==> src/rtl/lsu_pkg.sv <==
package lsu_pkg;
  typedef enum logic [1:0] {
    LSU_LWZ  = 2'd0,
    LSU_STW  = 2'd1,
    LSU_STWU = 2'd2,
    LSU_RSVD = 2'd3
  } lsu_op_e;

  typedef enum logic [1:0] {
    ST_IDLE = 2'd0,
    ST_REQ  = 2'd1,
    ST_RESP = 2'd2,
    ST_WB   = 2'd3
  } lsu_state_e;
endpackage

==> src/rtl/lsu_ea.sv <==
module lsu_ea
  import lsu_pkg::*;
#(
  parameter int XLEN   = 64,
  parameter int DISP_W = 16,
  parameter int IDX_W  = 5
) (
  input  lsu_op_e            op,
  input  logic [IDX_W-1:0]   ra_idx,
  input  logic [XLEN-1:0]    ra_val,
  input  logic [DISP_W-1:0]  disp,
  output logic [XLEN-1:0]    ea,
  output logic               base_zero
);
  localparam int EXT_W = XLEN - DISP_W;

  function automatic logic [XLEN-1:0] sext_disp(input logic [DISP_W-1:0] d);
    return {{EXT_W{d[DISP_W-1]}}, d};
  endfunction

  function automatic logic [XLEN-1:0] add_wrap(input logic [XLEN-1:0] a,
                                               input logic [XLEN-1:0] b);
    logic [XLEN:0] s;
    s = {1'b0, a} + {1'b0, b};
    return s[XLEN-1:0];
  endfunction

  logic [XLEN-1:0] base;

  // update form always uses the register value as base
  assign base_zero = (op != LSU_STWU) && (ra_idx == '0);
  assign base      = base_zero ? '0 : ra_val;
  assign ea        = add_wrap(base, sext_disp(disp));
endmodule

==> src/rtl/lsu_ctrl.sv <==
module lsu_ctrl
  import lsu_pkg::*;
#(
  parameter int XLEN   = 64,
  parameter int WORD_W = 32,
  parameter int IDX_W  = 5
) (
  input  logic               clk,
  input  logic               rst_n,
  input  logic               op_valid,
  input  lsu_op_e            op,
  input  logic [IDX_W-1:0]   ra_idx,
  input  logic [IDX_W-1:0]   rt_idx,
  input  logic [XLEN-1:0]    ea,
  input  logic [XLEN-1:0]    rs_val,
  input  logic               mem_ready,
  input  logic               mem_rvalid,
  input  logic [WORD_W-1:0]  mem_rdata,
  output logic               accept,
  output logic               busy,
  output logic               mem_req,
  output logic               mem_we,
  output logic [XLEN-1:0]    mem_addr,
  output logic [WORD_W-1:0]  mem_wdata,
  output logic               wb_valid,
  output logic               wb_is_load,
  output logic [IDX_W-1:0]   wb_idx,
  output logic [XLEN-1:0]    ea_q,
  output logic [WORD_W-1:0]  rdata_q
);
  lsu_state_e         state, state_nx;
  lsu_op_e            op_q;
  logic [IDX_W-1:0]   ra_q, rt_q;
  logic [WORD_W-1:0]  wdata_q;
  logic               req_taken, resp_seen;
  logic               unused_rs_hi;

  assign unused_rs_hi = ^rs_val[XLEN-1:WORD_W];

  assign accept    = op_valid && (state == ST_IDLE) && (op != LSU_RSVD);
  assign req_taken = (state == ST_REQ) && mem_ready;
  assign resp_seen = (state == ST_RESP) && mem_rvalid;

  always_comb begin
    state_nx = state;
    case (state)
      ST_IDLE: if (accept) state_nx = ST_REQ;
      ST_REQ: if (req_taken) begin
        case (op_q)
          LSU_LWZ:  state_nx = ST_RESP;
          LSU_STWU: state_nx = ST_WB;
          default:  state_nx = ST_IDLE;
        endcase
      end
      ST_RESP: if (mem_rvalid) state_nx = ST_WB;
      default: state_nx = ST_IDLE;
    endcase
  end

  always_ff @(posedge clk) begin
    if (!rst_n) begin
      state   <= ST_IDLE;
      op_q    <= LSU_LWZ;
      ra_q    <= '0;
      rt_q    <= '0;
      ea_q    <= '0;
      wdata_q <= '0;
      rdata_q <= '0;
    end else begin
      state <= state_nx;
      if (accept) begin
        op_q    <= op;
        ra_q    <= ra_idx;
        rt_q    <= rt_idx;
        ea_q    <= ea;
        wdata_q <= rs_val[WORD_W-1:0];
      end
      if (resp_seen) rdata_q <= mem_rdata;
    end
  end

  assign busy       = (state != ST_IDLE);
  assign mem_req    = (state == ST_REQ);
  assign mem_we     = (op_q != LSU_LWZ);
  assign mem_addr   = ea_q;
  assign mem_wdata  = wdata_q;
  assign wb_valid   = (state == ST_WB);
  assign wb_is_load = (op_q == LSU_LWZ);
  assign wb_idx     = wb_is_load ? rt_q : ra_q;

  // a request not yet accepted is held unchanged
  p_req_hold_r6: assert property (@(posedge clk) disable iff (!rst_n)
    (mem_req && !mem_ready) |=> (mem_req && $stable(mem_addr) && $stable(mem_we)
                                 && $stable(mem_wdata)));

  // request drops after acceptance
  p_req_drop_r6: assert property (@(posedge clk) disable iff (!rst_n)
    (mem_req && mem_ready) |=> !mem_req);

  // latched operation not overwritten while in flight
  p_ignore_busy_r7: assert property (@(posedge clk) disable iff (!rst_n)
    (busy && !wb_valid && !(mem_req && mem_ready && op_q == LSU_STW)) |=> $stable(ea_q));

  // load response leads to exactly the next-cycle writeback
  p_load_wb_r4: assert property (@(posedge clk) disable iff (!rst_n)
    resp_seen |=> (wb_valid && wb_is_load && wb_idx == $past(rt_q)));

  // update store writes the base register after acceptance
  p_stwu_wb_r3: assert property (@(posedge clk) disable iff (!rst_n)
    (req_taken && op_q == LSU_STWU) |=> (wb_valid && !wb_is_load && wb_idx == $past(ra_q)));
endmodule

==> src/rtl/lsu_wb_fmt.sv <==
module lsu_wb_fmt #(
  parameter int XLEN   = 64,
  parameter int WORD_W = 32
) (
  input  logic               is_load,
  input  logic [XLEN-1:0]    ea_q,
  input  logic [WORD_W-1:0]  rdata_q,
  output logic [XLEN-1:0]    wb_data
);
  logic [XLEN-1:0] load_val;

  generate
    if (XLEN > WORD_W) begin : g_zext
      assign load_val = {{(XLEN-WORD_W){1'b0}}, rdata_q};
    end else begin : g_full
      assign load_val = rdata_q[XLEN-1:0];
    end
  endgenerate

  assign wb_data = is_load ? load_val : ea_q;
endmodule

==> src/rtl/lsu_word_unit.sv <==
module lsu_word_unit
  import lsu_pkg::*;
#(
  parameter int XLEN   = 64,
  parameter int WORD_W = 32,
  parameter int DISP_W = 16,
  parameter int IDX_W  = 5
) (
  input  logic               clk,
  input  logic               rst_n,
  input  logic               op_valid,
  input  logic [1:0]         op_kind,
  input  logic [IDX_W-1:0]   base_idx,
  input  logic [XLEN-1:0]    base_val,
  input  logic [IDX_W-1:0]   dst_idx,
  input  logic [XLEN-1:0]    src_val,
  input  logic [DISP_W-1:0]  disp,
  output logic               busy,
  output logic               mem_req,
  output logic               mem_we,
  output logic [XLEN-1:0]    mem_addr,
  output logic [2:0]         mem_size,
  output logic [WORD_W-1:0]  mem_wdata,
  input  logic               mem_ready,
  input  logic               mem_rvalid,
  input  logic [WORD_W-1:0]  mem_rdata,
  output logic               wb_valid,
  output logic [IDX_W-1:0]   wb_idx,
  output logic [XLEN-1:0]    wb_data
);
  localparam int EXT_W     = XLEN - DISP_W;
  localparam int SIZE_CODE = $clog2(WORD_W / 8);

  lsu_op_e           op;
  logic [XLEN-1:0]   ea, ea_q;
  logic [WORD_W-1:0] rdata_q;
  logic              base_zero, accept, wb_is_load;

  assign op       = lsu_op_e'(op_kind);
  assign mem_size = 3'(SIZE_CODE);

  lsu_ea #(.XLEN(XLEN), .DISP_W(DISP_W), .IDX_W(IDX_W)) u_ea (
    .op(op), .ra_idx(base_idx), .ra_val(base_val), .disp(disp),
    .ea(ea), .base_zero(base_zero)
  );

  lsu_ctrl #(.XLEN(XLEN), .WORD_W(WORD_W), .IDX_W(IDX_W)) u_ctrl (
    .clk(clk), .rst_n(rst_n), .op_valid(op_valid), .op(op),
    .ra_idx(base_idx), .rt_idx(dst_idx), .ea(ea), .rs_val(src_val),
    .mem_ready(mem_ready), .mem_rvalid(mem_rvalid), .mem_rdata(mem_rdata),
    .accept(accept), .busy(busy), .mem_req(mem_req), .mem_we(mem_we),
    .mem_addr(mem_addr), .mem_wdata(mem_wdata), .wb_valid(wb_valid),
    .wb_is_load(wb_is_load), .wb_idx(wb_idx), .ea_q(ea_q), .rdata_q(rdata_q)
  );

  lsu_wb_fmt #(.XLEN(XLEN), .WORD_W(WORD_W)) u_wb (
    .is_load(wb_is_load), .ea_q(ea_q), .rdata_q(rdata_q), .wb_data(wb_data)
  );

  // reserved code never starts an operation
  p_rsvd_r8: assert property (@(posedge clk) disable iff (!rst_n)
    (!busy && op_valid && op_kind == 2'd3) |=> !busy);

  // zero base gives the bare sign-extended displacement
  p_zero_base_r2: assert property (@(posedge clk) disable iff (!rst_n)
    (accept && base_zero) |=> (mem_addr == {{EXT_W{$past(disp[DISP_W-1])}}, $past(disp)}));

  // writeback is a single-cycle strobe
  p_wb_pulse_r4: assert property (@(posedge clk) disable iff (!rst_n)
    wb_valid |=> !wb_valid);

  // acceptance starts the busy window with a request
  p_accept_busy_r7: assert property (@(posedge clk) disable iff (!rst_n)
    accept |=> (busy && mem_req));
endmodule

==> config.mk <==
export PLATFORM = sky130hd
export DESIGN_NAME = lsu_word_unit
export DESIGN_NICKNAME = d
export VERILOG_FILES = /design/src/rtl/lsu_pkg.sv /design/src/rtl/lsu_ea.sv /design/src/rtl/lsu_ctrl.sv /design/src/rtl/lsu_wb_fmt.sv /design/src/rtl/lsu_word_unit.sv
export SDC_FILE = /design/constraint.sdc
export NUM_CORES = 1
export LEC_CHECK = 0
export BUFFER_PORTS_ARGS = -buffer_cell sky130_fd_sc_hd__buf_2
export CORE_UTILIZATION = 44
export CTS_CLUSTER_SIZE = 30
export DETAILED_ROUTE_END_ITERATION = 7
export PLACE_DENSITY = 0.8
export SETUP_SLACK_MARGIN = 0.3
export SYNTH_ARGS = -nofsm -noshare
export SYNTH_HDL_FRONTEND = slang
export SYNTH_HIERARCHICAL = 1
export SYNTH_SLANG_ARGS = --single-unit
export TNS_END_PERCENT = 30
==> constraint.sdc <==
create_clock -name clk -period 4 [get_ports clk]
set_input_delay 0.4 -clock clk [delete_from_list [all_inputs] [get_ports clk]]
set_output_delay 0.4 -clock clk [all_outputs]
set_load 0.02 [all_outputs]
== Yosys cells after proc, flatten, opt, wreduce, memory -nomap -nowiden ==
Cells that the tools add are included.

* Bits in writable memories: 0
* Memories kept: 0
* Flip-flop bits (word level): 142
* Output and inout bits: 172
* Latch bits: 0
* Bits in read-only memories: 0

* Multiply operators: 0
* Shift-type cells: 0
* Mux-type cells: 8
* Add/sub/neg operators: 1
* Bitwise gates (word level): 0
* Magnitude comparators: 0
* Reductions and logical operators: 11
* Equality and inequality tests: 9
* Divide/modulo/power cells: 0

{| class="wikitable"
|+ Operators by type and width
! kind !! number
|-
| two-way mux 64 bit || 2
|-
| adder 64 bit || 1
|-
| != test 2 bit (second input constant) || 4
|-
| == test 2 bit (second input constant) || 3
|-
| two-way mux 2 bit || 3
|-
| case mux 2 bit (3 select lines) || 1
|-
| logical AND 1 bit || 5
|-
| logical NOT 5 bit || 1
|-
| two-way mux 5 bit || 1
|-
| logical NOT 2 bit || 2
|-
| case mux 2 bit (2 select lines) || 1
|-
| nonzero test 2 bit || 2
|-
| AND reduction 3 bit || 1
|-
| == test 2 x 1 -> 1 bit (second input constant) || 1
|-
| != test 2 x 1 -> 1 bit (second input constant) || 1
|}

== Depth between registers and ports, before layout ==
* Word-level depth: 5
* Depth in mapped cells: 18
* Gate-level depth less buffers: 16

== Hierarchy ==
Netlist, hierarchy kept.

{| class="wikitable"
|+ By module, submodules not included
! module !! seq. area each (um2) !! times used !! area an instance (um2) !! cells each
|-
| lsu_ctrl || 2842.7 || 1 || 6208.5 || 694
|-
| lsu_ea || 0.0 || 1 || 4292.9 || 645
|-
| lsu_wb_fmt || 0.0 || 1 || 747.0 || 71
|-
| lsu_word_unit || 0.0 || 1 || 30.0 || 5
|}

== Least setup slack after synthesis ==
Ideal clock, no wire load.

* Path kind: input to register
* Start point: in base_idx[3]
* End point: reg u_ctrl.ea_q[57]
* Setup time: 72 ps
* Arrival: 4181 ps
* Setup slack: -252 ps
* Stages: 17
* Cell sequence: or4_1 nor3_1 clkbuf_1 clkbuf_1 nor2b_1 ha_1 a21o_1 a211o_1 nor4b_2 a21oi_1 a31oi_1 nand4b_2 a21o_4 and4_4 a2111oi_2 nand2_1 mux2i_1

* Longest elaborated chain between the ends: 4

{| class="wikitable"
|+ Ends and longest elaborated chain
! item !! line !! source
|-
| start: declaration || lsu_word_unit.sv:13 || <nowiki>input logic [IDX_W-1:0] base_idx,</nowiki>
|-
| logical NOT 5 bit || lsu_ea.sv:31 || <nowiki>assign base_zero = (op != LSU_STWU) && (ra_idx == '0);</nowiki>
|-
| logical AND 1 bit || lsu_ea.sv:31 ||
|-
| two-way mux 64 bit || lsu_ea.sv:32 || <nowiki>assign base = base_zero ? '0 : ra_val;</nowiki>
|-
| adder 64 bit || lsu_ea.sv:24 || <nowiki>s = {1'b0, a} + {1'b0, b};</nowiki>
|-
| named net ea[57] || lsu_word_unit.sv:35 || <nowiki>logic [XLEN-1:0] ea, ea_q;</nowiki>
|-
| end signal: assignment || lsu_ctrl.sv:66 || <nowiki>ea_q <= '0;</nowiki>
|-
| end signal: assignment || lsu_ctrl.sv:75 || <nowiki>ea_q <= ea;</nowiki>
|-
| end: declaration || lsu_ctrl.sv:28 || <nowiki>output logic [XLEN-1:0] ea_q,</nowiki>
|}

The timed path passes the listed nets, and every way through them passes these cells.
A chain may end at the register's enable or synchronous reset.

== Final worst setup path ==
* Start point: in base_idx[4]
* End point: reg u_ctrl.ea_q[52]

* Longest elaborated chain between the ends: 4

{| class="wikitable"
|+ Ends and longest elaborated chain
! item !! line !! source
|-
| logical NOT 5 bit || lsu_ea.sv:31 ||
|-
| logical AND 1 bit || lsu_ea.sv:31 ||
|-
| named net base_zero || lsu_word_unit.sv:37 || <nowiki>logic base_zero, accept, wb_is_load;</nowiki>
|-
| two-way mux 64 bit || lsu_ea.sv:32 ||
|-
| adder 64 bit || lsu_ea.sv:24 ||
|-
| named net ea[52] || lsu_word_unit.sv:35 ||
|}

The timed path passes the listed nets, and every way through them passes these cells.

==> results.py <==
metrics = {
    "route": {
        "drt_first_iter_violations": 852,
        "ant_nets": 0,
        "drc": 0,
        "first_pass_iters": 6,
        "routed_wl_um": 36600,
        "wl_per_cell_um": 16.8,
        "routed_via_density": 5.35,
        "vias": 11651,
    },
    "floorplanning": {
        "start_util": 0.448,
        "die_h_um": 162,
        "fp-row-count": 58,
        "die_x_um": 162,
        "die_area_um2": 26300,
        "core_um2": 25200,
        "io_pins": 365,
    },
    "critical_path": {
        "worstPathRequired_ns": 4.36,
        "cp_data_arrival_time_ns": 4.24,
        "worst_path_most_repeated_cell": "buf_6",
        "reg2reg_to": "u_ctrl/ea_q[22]",
        "endpoint_kind": "register",
        "cp-start-kind": "primary input",
        "worstPathCellList": "buf_6 -> or4_4 -> nor3_4 -> buf_6 -> buf_6 -> buf_16 -> buf_12 -> nor2b_4 -> ha_4 -> nand4_1 -> buf_4 -> buf_4 -> buf_6 -> buf_6 -> nor2_4 -> a211o_1 -> o21bai_4 -> o31ai_4 -> buf_6 -> a21oi_4 -> o21ai_2 -> xor2_1 -> nand2_1 -> mux2i_1",
        "critical_path_buf_inv_count": 10,
        "critPathKind": "in -> reg",
        "reg2reg_depth": 4,
        "r2r_start": "u_ctrl/state[1]",
        "critPathTopFamily": "buffers and inverters",
        "ff2ff_setup_slack_ns": 2.12,
        "max_stage_delay_ns": 0.54,
        "critPathSlowestCell": "or4_4",
        "path_max_fanout": 6,
    },
    "synthesis": {
        "synth_compound_area_frac": 0.150,
        "netlist.area_leader.share": 0.252,
        "synth_cell_type_count": 69,
        "synthAdderAreaFrac": 0.0717,
        "syn_area_um2": 11300,
        "synth_top_family_by_area": "simple AND/OR/NAND/NOR gates",
        "yosysWarnings": 6,
        "ys.flop_type": "dfxtp_1",
        "synth_area_leaders": "dfxtp_1, nand2_1, mux2i_1",
        "synth-xor-area-share": 0.0458,
        "synth_largest_area_cell": "dfxtp_1",
        "synthArstFlopShare": 0,
        "synthSimpleGateAreaFrac": 0.238,
        "synth-seq-area-share": 0.252,
        "ys_seq_elements": 142,
        "synth_edf_count": 0,
        "syn_area_per_cell_um2": 7.97,
        "synthCells": 1415,
        "synth.mux.area_fraction": 0.143,
    },
    "place": {
        "dp_slack_ns": -0.466,
        "io_buffers": 329,
        "hpwl_um": 26100,
        "dp.cells": 2102,
        "place_congestion": 0.926,
    },
    "outcome": {
        "status": "complete, no violations",
    },
    "sta": {
        "slew_violations": 0,
        "max_freq_mhz": 258,
        "tns_ns": 0,
        "hold_ws_ns": 0.203,
        "final_hold_viol_count": 0,
        "rsz0062_at_grt": "true",
        "fin_skew_ns": 0.0125,
        "setup_viol": 0,
        "fin_crit_sh": 0.970,
        "worst_slew_margin_rel": 0.561,
        "worst_slack_ns": 0.118,
        "period_needed_ns": 3.88,
        "worstMarginPinSlew_ns": 0.659,
    },
    "cells_and_area": {
        "areaGrowthSynthToFinish_pct": 36.6,
        "final_common_cell": "nand2_1",
        "utilization": 0.612,
        "nFillCells": 2094,
        "mostFrequentLayoutCells": "nand2_1, buf_2, buf_4",
        "num-nets-final": 2091,
        "drive_gt1_frac": 0.393,
        "fin_cells": 2178,
    },
    "global_routing": {
        "grt_antenna_before_repair": 2,
        "gr-usage-met2": 0.439,
        "met1_usage": 0.320,
        "grt_usage": 0.255,
        "grt-ovfl-total": 0,
        "grt_pass1_wl_um": 53500,
        "busiest_layer": "met2",
        "grt_pass1_vias": 10732,
        "grt_max_degree": 112,
        "grt_use_met3": 0.0347,
    },
    "run": {
        "max_cap_violations": 0,
    },
    "clock_tree": {
        "insertion_delay_ns": 0.44,
        "ctsRootBufferMaster": "clkbuf_16",
        "clkSlewWorstSetupHoldPaths_ns": 0.08,
        "hold_buffers": 0,
        "cts_made_buffers": 17,
        "htree_levels": 4,
        "clk_path_buf_depth": 2,
        "cts_tree": "yes",
        "cts.sinks": 142,
    },
    "power_and_ir_drop": {
        "pwr_density_cell_nw_per_um2": 338,
        "p_leak_nw": 7.43,
        "ir_drop_mv": 0.245,
    },
    "min_path": {
        "min_to": "u_ctrl/mem_wdata[1]",
        "hold_depth": 3,
        "min_path_type": "in -> reg",
        "worstHoldStart": "src_val[1]",
    },
}
[worst max-delay path by stage]
stage	startpoint	endpoint	slack, ns	cells after the start
final	base_idx[4]	u_ctrl/ea_q[52]	0.12	24
after global routing	base_idx[4]	u_ctrl/ea_q[52]	0.006	21
after CTS	base_idx[4]	u_ctrl/ea_q[52]	0.20	19
after detailed placement	base_idx[3]	u_ctrl/ea_q[63]	-0.47	18
after global placement	base_idx[3]	u_ctrl/ea_q[60]	-0.41	17
after floorplan	base_idx[3]	u_ctrl/ea_q[63]	0.06	17
[cells by family after synthesis]
family,Yosys count
AND/OR/NAND/NOR,575
AO/OA/AOI/OAI,259
buffers and inverters,168
multiplexers,146
flip-flops,142
adder cells (fa/ha/maj),64
XOR/XNOR,59
other,2
[state kept, by name, indices dropped and copies added (netlist names)]
signal	cells
u_ctrl/ea_q	64
u_ctrl/mem_wdata	32
u_ctrl/op_q	2
u_ctrl/ra_q	5
u_ctrl/rdata_q	32
u_ctrl/rt_q	5
u_ctrl/state	2
[power by group]
group | internal (W) | total [W] | switching [W]
Clock | 0.000811 | 0.00156 | 0.000748
Combinational | 0.000917 | 0.00202 | 0.00110
Sequential | 0.00153 | 0.00162 | 0.0000896
Total | 0.00326 | 0.00520 | 0.00194
[worst min-delay path: stages]
cell	delay [ns]
buf_2	0.10
nand2_1	0.04
mux2i_1	0.05
[final cells by class]
| cell class | instances | area [µm²] | area share |
|---|---|---|---|
| Sequential cell | 142 | 2840 | 0.185 |
| Clock inverter | 14 | 123 | 0.00796 |
| Timing Repair Buffer | 553 | 3580 | 0.232 |
| Multi-Input combinational cell | 1106 | 7960 | 0.517 |
| Inverter | 14 | 52.6 | 0.00341 |
| Clock buffer | 17 | 425 | 0.0276 |
| Antenna cell | 2 | 5.00 | 0.000325 |
| Tap cell | 330 | 413 | 0.0268 |
[stage by stage]
step,power (W),area (µm²)
3_5_place_dp,0.00346,13800
2_1_floorplan,0.00292,11400
5_1_grt,0.00543,15400
3_3_place_gp,0.00343,13800
6_report,0.00520,15400
4_1_cts,0.00506,14700
[metal layers]
layer / vias up / wire (µm)
li1: 5617 / -
met1: 5472 / 15900
met2: 470 / 17700
met3: 92 / 1940
met4: 0 / 1110
met5: - / 0
[repair_timing]
item,4_1_cts,5_1_grt
endpoints found under the hold margin,0,0
resized for setup,28,101
buffers inserted,17,23
pin swaps,25,44
setup endpoints to repair,27,37
gates cloned,3,0
[cell usage after synthesis (8+ instances only)]
master and count:
buf_12 12, a21boi_0 33, clkbuf_1 60, a211oi_1 8, nor3_1 12, nor2_1 43
a211o_1 8, nand3_1 9, mux2_2 9, xnor2_1 38, buf_2 11, nand4_1 20
and3_1 11, a31oi_1 11, xor2_1 21, ha_1 63, o21ai_0 34, inv_1 14
mux2_4 28, mux2i_1 109, nand2_1 333, nor2b_1 103, a21o_1 33, nand2b_1 10
dfxtp_1 142, buf_4 67, o21bai_1 14, a21oi_1 81
No activity file was read; power rests on OpenSTA's default activity.
